===== config.mk =====
export PLATFORM = sky130hd
export DESIGN_NAME = buck_seq
export DESIGN_NICKNAME = d
export VERILOG_FILES = /design/src/rtl/buck_seq_pkg.sv /design/src/rtl/buck_seq_cnt.sv /design/src/rtl/buck_seq_ramp.sv /design/src/rtl/buck_seq.sv
export SDC_FILE = /design/constraint.sdc
export NUM_CORES = 1
export LEC_CHECK = 0
export ABC_AREA = 1
export BUFFER_PORTS_ARGS = -buffer_cell sky130_fd_sc_hd__buf_2
export CELL_PAD_IN_SITES_DETAIL_PLACEMENT = 1
export CELL_PAD_IN_SITES_GLOBAL_PLACEMENT = 2
export CORE_ASPECT_RATIO = 0.75
export CORE_MARGIN = 2
export CORE_UTILIZATION = 35
export CTS_CLUSTER_DIAMETER = 30
export DETAILED_ROUTE_END_ITERATION = 10
export PLACE_DENSITY_LB_ADDON = 0.1
export SLEW_MARGIN = 20
export SYNTH_ARGS = -nofsm -noshare
export SYNTH_HDL_FRONTEND = slang
export SYNTH_HIERARCHICAL = 1
export SYNTH_SLANG_ARGS = --single-unit

===== constraint.sdc =====
create_clock -name clk -period 7.6 [get_ports clk]
set_clock_uncertainty 0.1 [all_clocks]
set_input_delay 0.38 -clock clk [delete_from_list [all_inputs] [get_ports clk]]
set_output_delay 0.38 -clock clk [all_outputs]
set_load 0.01 [all_outputs]

===== src/rtl/buck_seq_pkg.sv =====
package buck_seq_pkg;

  typedef enum logic [1:0] {
    ST_OFF  = 2'd0,
    ST_SOFT = 2'd1,
    ST_RUN  = 2'd2,
    ST_FLT  = 2'd3
  } seq_st_t;

  typedef enum logic [1:0] {
    FK_NONE = 2'd0,
    FK_UV   = 2'd1,
    FK_OV   = 2'd2,
    FK_OT   = 2'd3
  } flt_kind_t;

  // reference resolution in millivolts per code
  localparam int STEP_MV = 25;

  function automatic int sel_mv(input logic [1:0] s);
    case (s)
      2'd0:    return 750;
      2'd1:    return 1100;
      2'd2:    return 1500;
      default: return 1800;
    endcase
  endfunction

endpackage


===== src/rtl/buck_seq_cnt.sv =====
// Tick counter that wraps at LIMIT and flags the tick that completes a period.
module buck_seq_cnt #(
  parameter int LIMIT = 61
) (
  input  logic clk,
  input  logic rst,
  input  logic clr,
  input  logic adv,
  output logic hit
);
  localparam int CW = (LIMIT < 2) ? 1 : $clog2(LIMIT + 1);
  localparam logic [CW-1:0] LAST = CW'(LIMIT - 1);

  logic [CW-1:0] cnt_q;

  assign hit = adv && !clr && (cnt_q == LAST);

  always_ff @(posedge clk) begin
    if (rst || clr) begin
      cnt_q <= '0;
    end else if (adv) begin
      cnt_q <= (cnt_q == LAST) ? '0 : cnt_q + 1'b1;
    end
  end
endmodule


===== src/rtl/buck_seq_ramp.sv =====
// Holds the captured target and steps the soft-start reference toward it.
module buck_seq_ramp
  import buck_seq_pkg::*;
#(
  parameter int REF_W = 8
) (
  input  logic             clk,
  input  logic             rst,
  input  logic             load,
  input  logic             clear,
  input  logic             step,
  input  logic [1:0]       vsel,
  output logic [REF_W-1:0] ref_q,
  output logic [REF_W-1:0] tgt_q,
  output logic             reach
);
  logic [REF_W-1:0] sel_code;

  assign sel_code = REF_W'(sel_mv(vsel) / STEP_MV);
  assign reach    = step && ((ref_q + 1'b1) == tgt_q);

  always_ff @(posedge clk) begin
    if (rst) begin
      ref_q <= '0;
      tgt_q <= '0;
    end else begin
      if (clear || load) begin
        ref_q <= '0;
      end else if (step && (ref_q != tgt_q)) begin
        ref_q <= ref_q + 1'b1;
      end
      if (load) begin
        tgt_q <= sel_code;
      end
    end
  end
endmodule


===== src/rtl/buck_seq.sv =====
module buck_seq
  import buck_seq_pkg::*;
#(
  parameter int REF_W        = 8,
  parameter int STEP_CYCLES  = 61,
  parameter int BLANK_CYCLES = 3055,
  parameter int UV_CYCLES    = 1600
) (
  input  logic             clk,
  input  logic             rst,
  input  logic             por,
  input  logic             en_i,
  input  logic             bias_ok,
  input  logic             vin_ok,
  input  logic             sw_tick,
  input  logic [1:0]       vsel,
  input  logic             ov_flag,
  input  logic             uv_flag,
  input  logic             ot_flag,
  output logic [REF_W-1:0] ref_code,
  output logic [REF_W-1:0] tgt_code,
  output logic             pgood,
  output logic             conv_en,
  output logic             lowside_on,
  output logic             zc_stop,
  output logic             sel_latch
);
  seq_st_t   st_q, st_d;
  flt_kind_t kind_q, kind_d;

  logic srst, sup_ok, run_tick, active, start;
  logic step_hit, blank_hit, uv_hit, reach, armed_q;
  logic nxt_active, nxt_idle;

  assign srst       = rst || por;
  assign sup_ok     = bias_ok && vin_ok;
  assign run_tick   = sw_tick && sup_ok;
  assign active     = (st_q == ST_SOFT) || (st_q == ST_RUN);
  assign nxt_active = (st_d == ST_SOFT) || (st_d == ST_RUN);
  assign nxt_idle   = (st_d == ST_OFF) || (st_d == ST_FLT);
  assign start      = (st_q == ST_OFF) && (st_d == ST_SOFT);

  // reference step divider, soft-start only
  buck_seq_cnt #(.LIMIT(STEP_CYCLES)) u_step_cnt (
    .clk (clk),
    .rst (srst),
    .clr (st_q != ST_SOFT),
    .adv (run_tick),
    .hit (step_hit)
  );

  // start-up blanking before undervoltage is watched
  buck_seq_cnt #(.LIMIT(BLANK_CYCLES)) u_blank_cnt (
    .clk (clk),
    .rst (srst),
    .clr (!active),
    .adv (run_tick),
    .hit (blank_hit)
  );

  // undervoltage qualification timer, restarts when the flag drops
  buck_seq_cnt #(.LIMIT(UV_CYCLES)) u_uv_cnt (
    .clk (clk),
    .rst (srst),
    .clr (!(active && armed_q && uv_flag)),
    .adv (run_tick),
    .hit (uv_hit)
  );

  buck_seq_ramp #(.REF_W(REF_W)) u_ramp (
    .clk   (clk),
    .rst   (srst),
    .load  (start),
    .clear (nxt_idle),
    .step  (step_hit),
    .vsel  (vsel),
    .ref_q (ref_code),
    .tgt_q (tgt_code),
    .reach (reach)
  );

  always_ff @(posedge clk) begin
    if (srst || !active) begin
      armed_q <= 1'b0;
    end else begin
      armed_q <= armed_q || blank_hit;
    end
  end

  always_comb begin
    st_d   = st_q;
    kind_d = kind_q;
    if (!en_i) begin
      st_d   = ST_OFF;
      kind_d = FK_NONE;
    end else begin
      case (st_q)
        ST_OFF: begin
          if (sup_ok && !ot_flag) st_d = ST_SOFT;
        end
        ST_SOFT, ST_RUN: begin
          if (ot_flag) begin
            st_d   = ST_FLT;
            kind_d = FK_OT;
          end else if (ov_flag) begin
            st_d   = ST_FLT;
            kind_d = FK_OV;
          end else if (uv_hit) begin
            st_d   = ST_FLT;
            kind_d = FK_UV;
          end else if ((st_q == ST_SOFT) && reach) begin
            st_d = ST_RUN;
          end
        end
        default: ;
      endcase
    end
  end

  always_ff @(posedge clk) begin
    if (srst) begin
      st_q       <= ST_OFF;
      kind_q     <= FK_NONE;
      conv_en    <= 1'b0;
      pgood      <= 1'b0;
      lowside_on <= 1'b0;
      zc_stop    <= 1'b0;
      sel_latch  <= 1'b0;
    end else begin
      st_q       <= st_d;
      kind_q     <= kind_d;
      conv_en    <= nxt_active && sup_ok;
      pgood      <= (st_d == ST_RUN) && sup_ok && !ov_flag && !uv_flag;
      lowside_on <= (st_d == ST_FLT) && (kind_d == FK_OV);
      zc_stop    <= (st_d == ST_FLT) && (kind_d == FK_UV);
      sel_latch  <= start;
    end
  end
endmodule


======== Word-level counts from Yosys, hierarchy flattened ========
Cells that the tools add are included.
cells by class
  bitwise logic cells ..................... 0
  shift-type cells ........................ 0
  muxes and demuxes ....................... 16
  multipliers ............................. 0
  magnitude comparators ................... 0
  reduce and logical (&&, ||, !) cells .... 41
  equality and inequality tests ........... 15
  divide/modulo/power cells ............... 1
  add/subtract/negate cells ............... 4
operators by type and width
  operator                                                                  count
  11-bit one-hot mux with 3 select lines                                    1
  32-bit by 6-bit divider with 32-bit output (second input constant)        1
  2-bit 2-to-1 mux                                                          11
  1-bit logical AND                                                         21
  12-bit by 1-bit adder with 12-bit output (second input constant)          1
  12-bit == test (second input constant)                                    1
  12-bit 2-to-1 mux                                                         1
  11-bit by 1-bit adder with 11-bit output (second input constant)          1
  11-bit == test (second input constant)                                    1
  11-bit 2-to-1 mux                                                         1
  2-bit == test (second input constant)                                     5
  1-bit logical OR                                                          9
  8-bit by 1-bit adder with 8-bit output (second input constant)            1
  2-bit by 1-bit == test with 1-bit output (second input constant)          4
  8-bit == test                                                             1
  8-bit inequality test                                                     1
  6-bit by 1-bit adder with 6-bit output (second input constant)            1
  6-bit == test (second input constant)                                     1
  1-bit logical NOT                                                         6
  2-bit logical NOT                                                         3
  6-bit 2-to-1 mux                                                          1
  2-bit one-hot mux with 2 select lines                                     1
  2-bit OR reduction                                                        2
  2-bit by 1-bit inequality test with 1-bit output (second input constant)  1
storage, ports and cells
  memories kept ........................... 0
  bits in latches ......................... 0
  RAM bits ................................ 0
  register bits ........................... 55
  bits of input ports ..................... 12
  ROM bits ................................ 0

======== Longest topological paths before layout ========
  depth after elaboration ................. 16
  gate-level depth with buffers ........... 28
  mapped depth without buffers ............ 26

======== Modules after synthesis ========
The synthesis kept the hierarchy.
modules (own cells, without submodules)
  module                       cells an instance  sequential area each (um^2)  instances  area each (um^2)
  buck_seq_ramp                180                300.3                        1          1126.1
  buck_seq_cnt at u_blank_cnt  94                 240.2                        1          658.1
  buck_seq_cnt at u_uv_cnt     89                 220.2                        1          600.6
  buck_seq                     78                 200.2                        1          538.0
  buck_seq_cnt at u_step_cnt   48                 120.1                        1          325.3

======== Worst setup path after synthesis ========
No wires, ideal clock.
  path type ............................... input to register
  start point ............................. input port bias_ok
  end point ............................... register u_ramp.ref_q[7]
  setup slack ............................. 4435 ps
  arrival time ............................ 2995 ps
  data required time ...................... 7430 ps
  stages on the path ...................... 27
  library setup time ...................... 70 ps
  cell sequence ........................... nand2_1 > nor2_1 > nand3b_1 > nor2_1 > clkbuf_2 > nand3_1 > nor2_1 > nand3_1 > nor2_1 > nand3_1 > nor2_1 > nand2_1 > nand2_1 > nand3_1 > nand2_1 > nand3_1 > nand2_1 > inv_1 > ha_1 > nand2_1 > inv_1 > clkbuf_1 > inv_1 > nand2_1 > nor2_1 > inv_1 > a21oi_1
on the way
  word-level cells in the longest chain between the ends .. 16
  elaborated cells between the ends (all ways) .. 24
  those cells by class .................... eq/ne (2); mux (7); reduce/logical (15)
RTL lines
  what                                      line                 RTL
  start, declared                           buck_seq.sv:13       input logic bias_ok,
  1-bit logical AND                         buck_seq.sv:36       assign sup_ok = bias_ok && vin_ok;
  1-bit logical AND                         buck_seq.sv:37       assign run_tick = sw_tick && sup_ok;
  via run_tick                              buck_seq.sv:31       logic srst, sup_ok, run_tick, active, start;
  1-bit logical AND (2 in a row)            buck_seq_cnt.sv:16   assign hit = adv && !clr && (cnt_q == LAST);
  via step_hit                              buck_seq.sv:32       logic step_hit, blank_hit, uv_hit, reach, armed_q;
  1-bit logical AND                         buck_seq_ramp.sv:20  assign reach = step && ((ref_q + 1'b1) == tgt_q);
  via reach                                 buck_seq.sv:32
  1-bit logical AND                         buck_seq.sv:111      end else if ((st_q == ST_SOFT) && reach) begin
  [... 4 more ...]                          --
  2-bit one-hot mux with 2 select lines     buck_seq.sv:97       case (st_q)
  2-bit 2-to-1 mux                          buck_seq.sv:93       if (!en_i) begin
  via st_d[0]                               buck_seq.sv:28       seq_st_t st_q, st_d;
  2-bit by 1-bit == test with 1-bit output  buck_seq.sv:41       assign start = (st_q == ST_OFF) && (st_d == ST_SOFT);
  1-bit logical AND                         buck_seq.sv:41
  via start                                 buck_seq.sv:31
  1-bit logical OR                          buck_seq_ramp.sv:27  if (clear || load) begin
  2-bit OR reduction (no source line)       --
  end signal, assigned                      buck_seq_ramp.sv:30  ref_q <= ref_q + 1'b1;
  end, declared                             buck_seq_ramp.sv:13  output logic [REF_W-1:0] ref_q,
The timed path passes the listed nets, and every way through them passes these cells.
A chain may end at the register's enable or synchronous reset.

======== Worst setup path after layout ========
  start point ............................. register u_step_cnt.cnt_q[0]
  end point ............................... register u_ramp.ref_q[7]
on the way
  word-level cells in the longest chain between the ends .. 14
  elaborated cells between the ends (all ways) .. 18
  those cells by class .................... eq/ne (3); mux (6); reduce/logical (9)
RTL lines
  what                                      line                 RTL
  start, declared                           buck_seq_cnt.sv:14   logic [CW-1:0] cnt_q;
  start signal, assigned                    buck_seq_cnt.sv:22   cnt_q <= (cnt_q == LAST) ? '0 : cnt_q + 1'b1;
  6-bit == test                             buck_seq_cnt.sv:16
  1-bit logical AND                         buck_seq_cnt.sv:16
  via step_hit                              buck_seq.sv:32
  1-bit logical AND                         buck_seq_ramp.sv:20
  via reach                                 buck_seq.sv:32
  1-bit logical AND                         buck_seq.sv:111
  2-bit 2-to-1 mux                          buck_seq.sv:111
  2-bit 2-to-1 mux                          buck_seq.sv:108      end else if (uv_hit) begin
  [... 2 more ...]                          --
  2-bit one-hot mux with 2 select lines     buck_seq.sv:97
  2-bit 2-to-1 mux                          buck_seq.sv:93
  via st_d[0]                               buck_seq.sv:28
  2-bit by 1-bit == test with 1-bit output  buck_seq.sv:41
  1-bit logical AND                         buck_seq.sv:41
  via start                                 buck_seq.sv:31
  1-bit logical OR                          buck_seq_ramp.sv:27
  2-bit OR reduction (no source line)       --
The timed path passes the listed nets, and every way through them passes these cells.

==> reports/metrics.cfg <==
[worst_hold_path]
hold_class=input pin to flip-flop
hp-start=uv_flag

[clock_network]
cts.sinks=54
cts_max_level=2
cts_made_buffers=5
cts.path.max_buffers=2
postCtsHoldBufs=0
post_cts_buffers=0
root_buffer=clkbuf_16
clock_latency_ns=0.29
cts_resized=0
cts_tree=done
clkTransAtPathRegs_ns=0.07

[timing]
fin_crit_sh_pct=54.57
timing.fmax_mhz=241.1
hold_viol_final=0
slew_violations=0
setup_viol=0
rsz0062_at_grt=no
fin_crit_ns=4.148
tns_ns=0
max_slew.worst_pin.slew_ns=0.9728
whs_ns=0.1997
maxSlewHeadroom_pct=34.91

[global_routing]
met3_usage_pct=3.410
grt.total_usage_pct=17.24
grt_max_degree=21
use_met1_pct=24.86
grt_pass1_wl_mm=13.90
overflow=0
antenna_found_initial=0
grt.busiest_layer=met2
grtUsageMet2_pct=26.58
grt_pass1_vias=2907

[power]
max-vdd-ir-drop_v=0.00006757
powerDensity_mw_per_mm2=150.0
p_leak_nw=1.486
p_total_w=0.0005473

[synth]
synth_top_area_cell=dfxtp_1
synth_top_area_share_pct=33.28
synth_cell_types=32
ys_warn_count=6
ys_ff_latch=54
syn_area_per_cell_um2=6.642
yosysSeqAreaShare_pct=33.28
synth_fp_nets=521
netlist_top_cells_area=dfxtp_1 (33%), nand2_1 (14%), nor2_1 (9.0%)
synthesis.area_mm2=0.003248
netlist_instances=489

[floorplanning]
coreArea_mm2=0.009046
start_util_pct=35.91
rows=30
fp.dieW_um=115.2
die_h_um=87.43
pin_count=33
die_area_mm2=0.01008

[placed_design]
place_congestion=0.7753
post-dp-hpwl_mm=6.677
io_buffer_count=31

[critical_path]
cp_max_fo=16
arrival_ns=4.27
cp.required_ns=7.72
r2r_start=u_step_cnt/cnt_q[0]$_SDFFE_PP0P_
start_kind=flip-flop
path_class=flip-flop to flip-flop
cp-startpoint=u_step_cnt/cnt_q[0]$_SDFFE_PP0P_
endpoint_kind=flip-flop

[detailed_routing]
vias_per_cell=4.609
wl_per_cell_um=12.64
vias=2982
drtAntennaViolNets=0
drt-initial-drc-count=121
wl_mm=8.180
drc=0
drt_first_pass_iters=4

[layout]
area_growth_pct=12.37
drive_above_1_share_pct=12.52
antennaDiodeCount=0
layout.nets=550
fin_util_pct=40.35

[run]
max_cap_viol_count=0

[status]
status=finished clean

==> report_power, final <==
group / total, W / internal, W / switching [W]
combinational: 0.0000295 / 0.00000941 / 0.0000201
clock: 0.000233 / 0.000131 / 0.000102
sequential: 0.000285 / 0.000284 / 0.00000112
total: 0.000547 / 0.000424 / 0.000123
==> worst paths after layout <==
| path | endpoint | slack (ns) | depth (start not counted) |
|---|---|---|---|
| max | u_ramp/ref_q[7]$_SDFFE_PP0P_ | 3.45 | 26 |
| min | pgood$_SDFF_PP0_ | 0.20 | 2 |
| max reg2reg | u_ramp/ref_q[7]$_SDFFE_PP0P_ | 3.45 | 26 |
| min reg2reg | u_uv_cnt/cnt_q[10]$_SDFFE_PP0P_ | 0.40 | 2 |
==> flip-flops by register name (all words and copies together) (netlist names), 2 cells and up <==
signal and cells:
kind_q 2, st_q 2, u_blank_cnt/cnt_q 12, u_ramp/ref_q 8, u_ramp/tgt_q 7, u_step_cnt/cnt_q 6, u_uv_cnt/cnt_q 11
==> Yosys cell counts (all sizes together) <==
cell type  number
a211oi          1
a21oi          16
a31oi           3
buf             8
clkbuf          2
conb            1
dfxtp          54
ha             20
inv            73
nand2         129
nand3          42
nand3b          3
nand4           5
nor2           91
nor3            4
nor4            1
o21ai          17
o21bai          1
xnor2          10
xor2            8
==> stage by stage <==
stage / worst slack [ns] / area, µm² / std cells
after detailed placement: 3.122 / 3502 / 639
after CTS: 3.382 / 3650 / 647
final: 3.452 / 3650 / 647
after floorplan: 4.435 / 3248 / 489
after global placement: 3.328 / 3502 / 639
after global routing: 2.890 / 3650 / 647
==> layout by cell type (no fill, tap or decap), types with 5 or more instances in the layout <==
cell type,synthesis,routed
a21oi_1,16,16
buf_2,0,31
clkbuf_16,0,5
dfxtp_1,54,54
ha_1,20,20
inv_1,70,70
nand2_1,125,125
nand3_1,39,39
nand4_1,5,5
nor2_1,78,78
nor2_2,9,9
o21ai_0,12,12
xnor2_1,10,10
xor2_1,8,8
==> metal layers <==
metal,wire length (µm),vias to the layer above
li1,-,1560
met4,56,0
met3,213,4
met5,0,-
met2,3399,24
met1,4511,1394
==> cells by family (layout without fill, tap and decap cells) <==
family,after synthesis,in the layout,synth area share (%)
compound gates,38,38,6.356
fa+ha+maj,20,20,7.704
simple gates,275,275,37.13
flops,54,54,33.28
other cells,1,1,0.1155
buf+inv,83,113,10.55
xor+xnor,18,18,4.854
==> critical path, stage by stage, from the launching register on <==
cell and delay, ns:
dfxtp_1 0.34, inv_1 0.09, ha_1 0.14, nand2_1 0.04
nand3b_1 0.18, nor2_1 0.76, nand3_1 0.16, nor2_1 0.12
nand3_1 0.08, nor2_1 0.08, nand3_1 0.07, nor2_1 0.09
nand2_1 0.07, nand2_1 0.06, nand3_1 0.07, nand2_1 0.07
nand3_1 0.07, nand2_1 0.10, inv_1 0.08, ha_1 0.18
nand2_1 0.09, inv_1 0.14, inv_1 0.14, nand2_1 0.08
nor2_1 0.45, inv_1 0.10, a21oi_1 0.12
==> layout make-up <==
type / count / area (µm²)
clock inverters: 1 / 5.005
flip-flops and latches: 54 / 1081
inverters: 73 / 274.0
clock buffers: 7 / 142.6
multi-input cells: 352 / 1824
fillers: 1207 / 5396
well taps: 128 / 160.2
repair buffers: 32 / 162.7
Power figures use the tool's default switching activity.
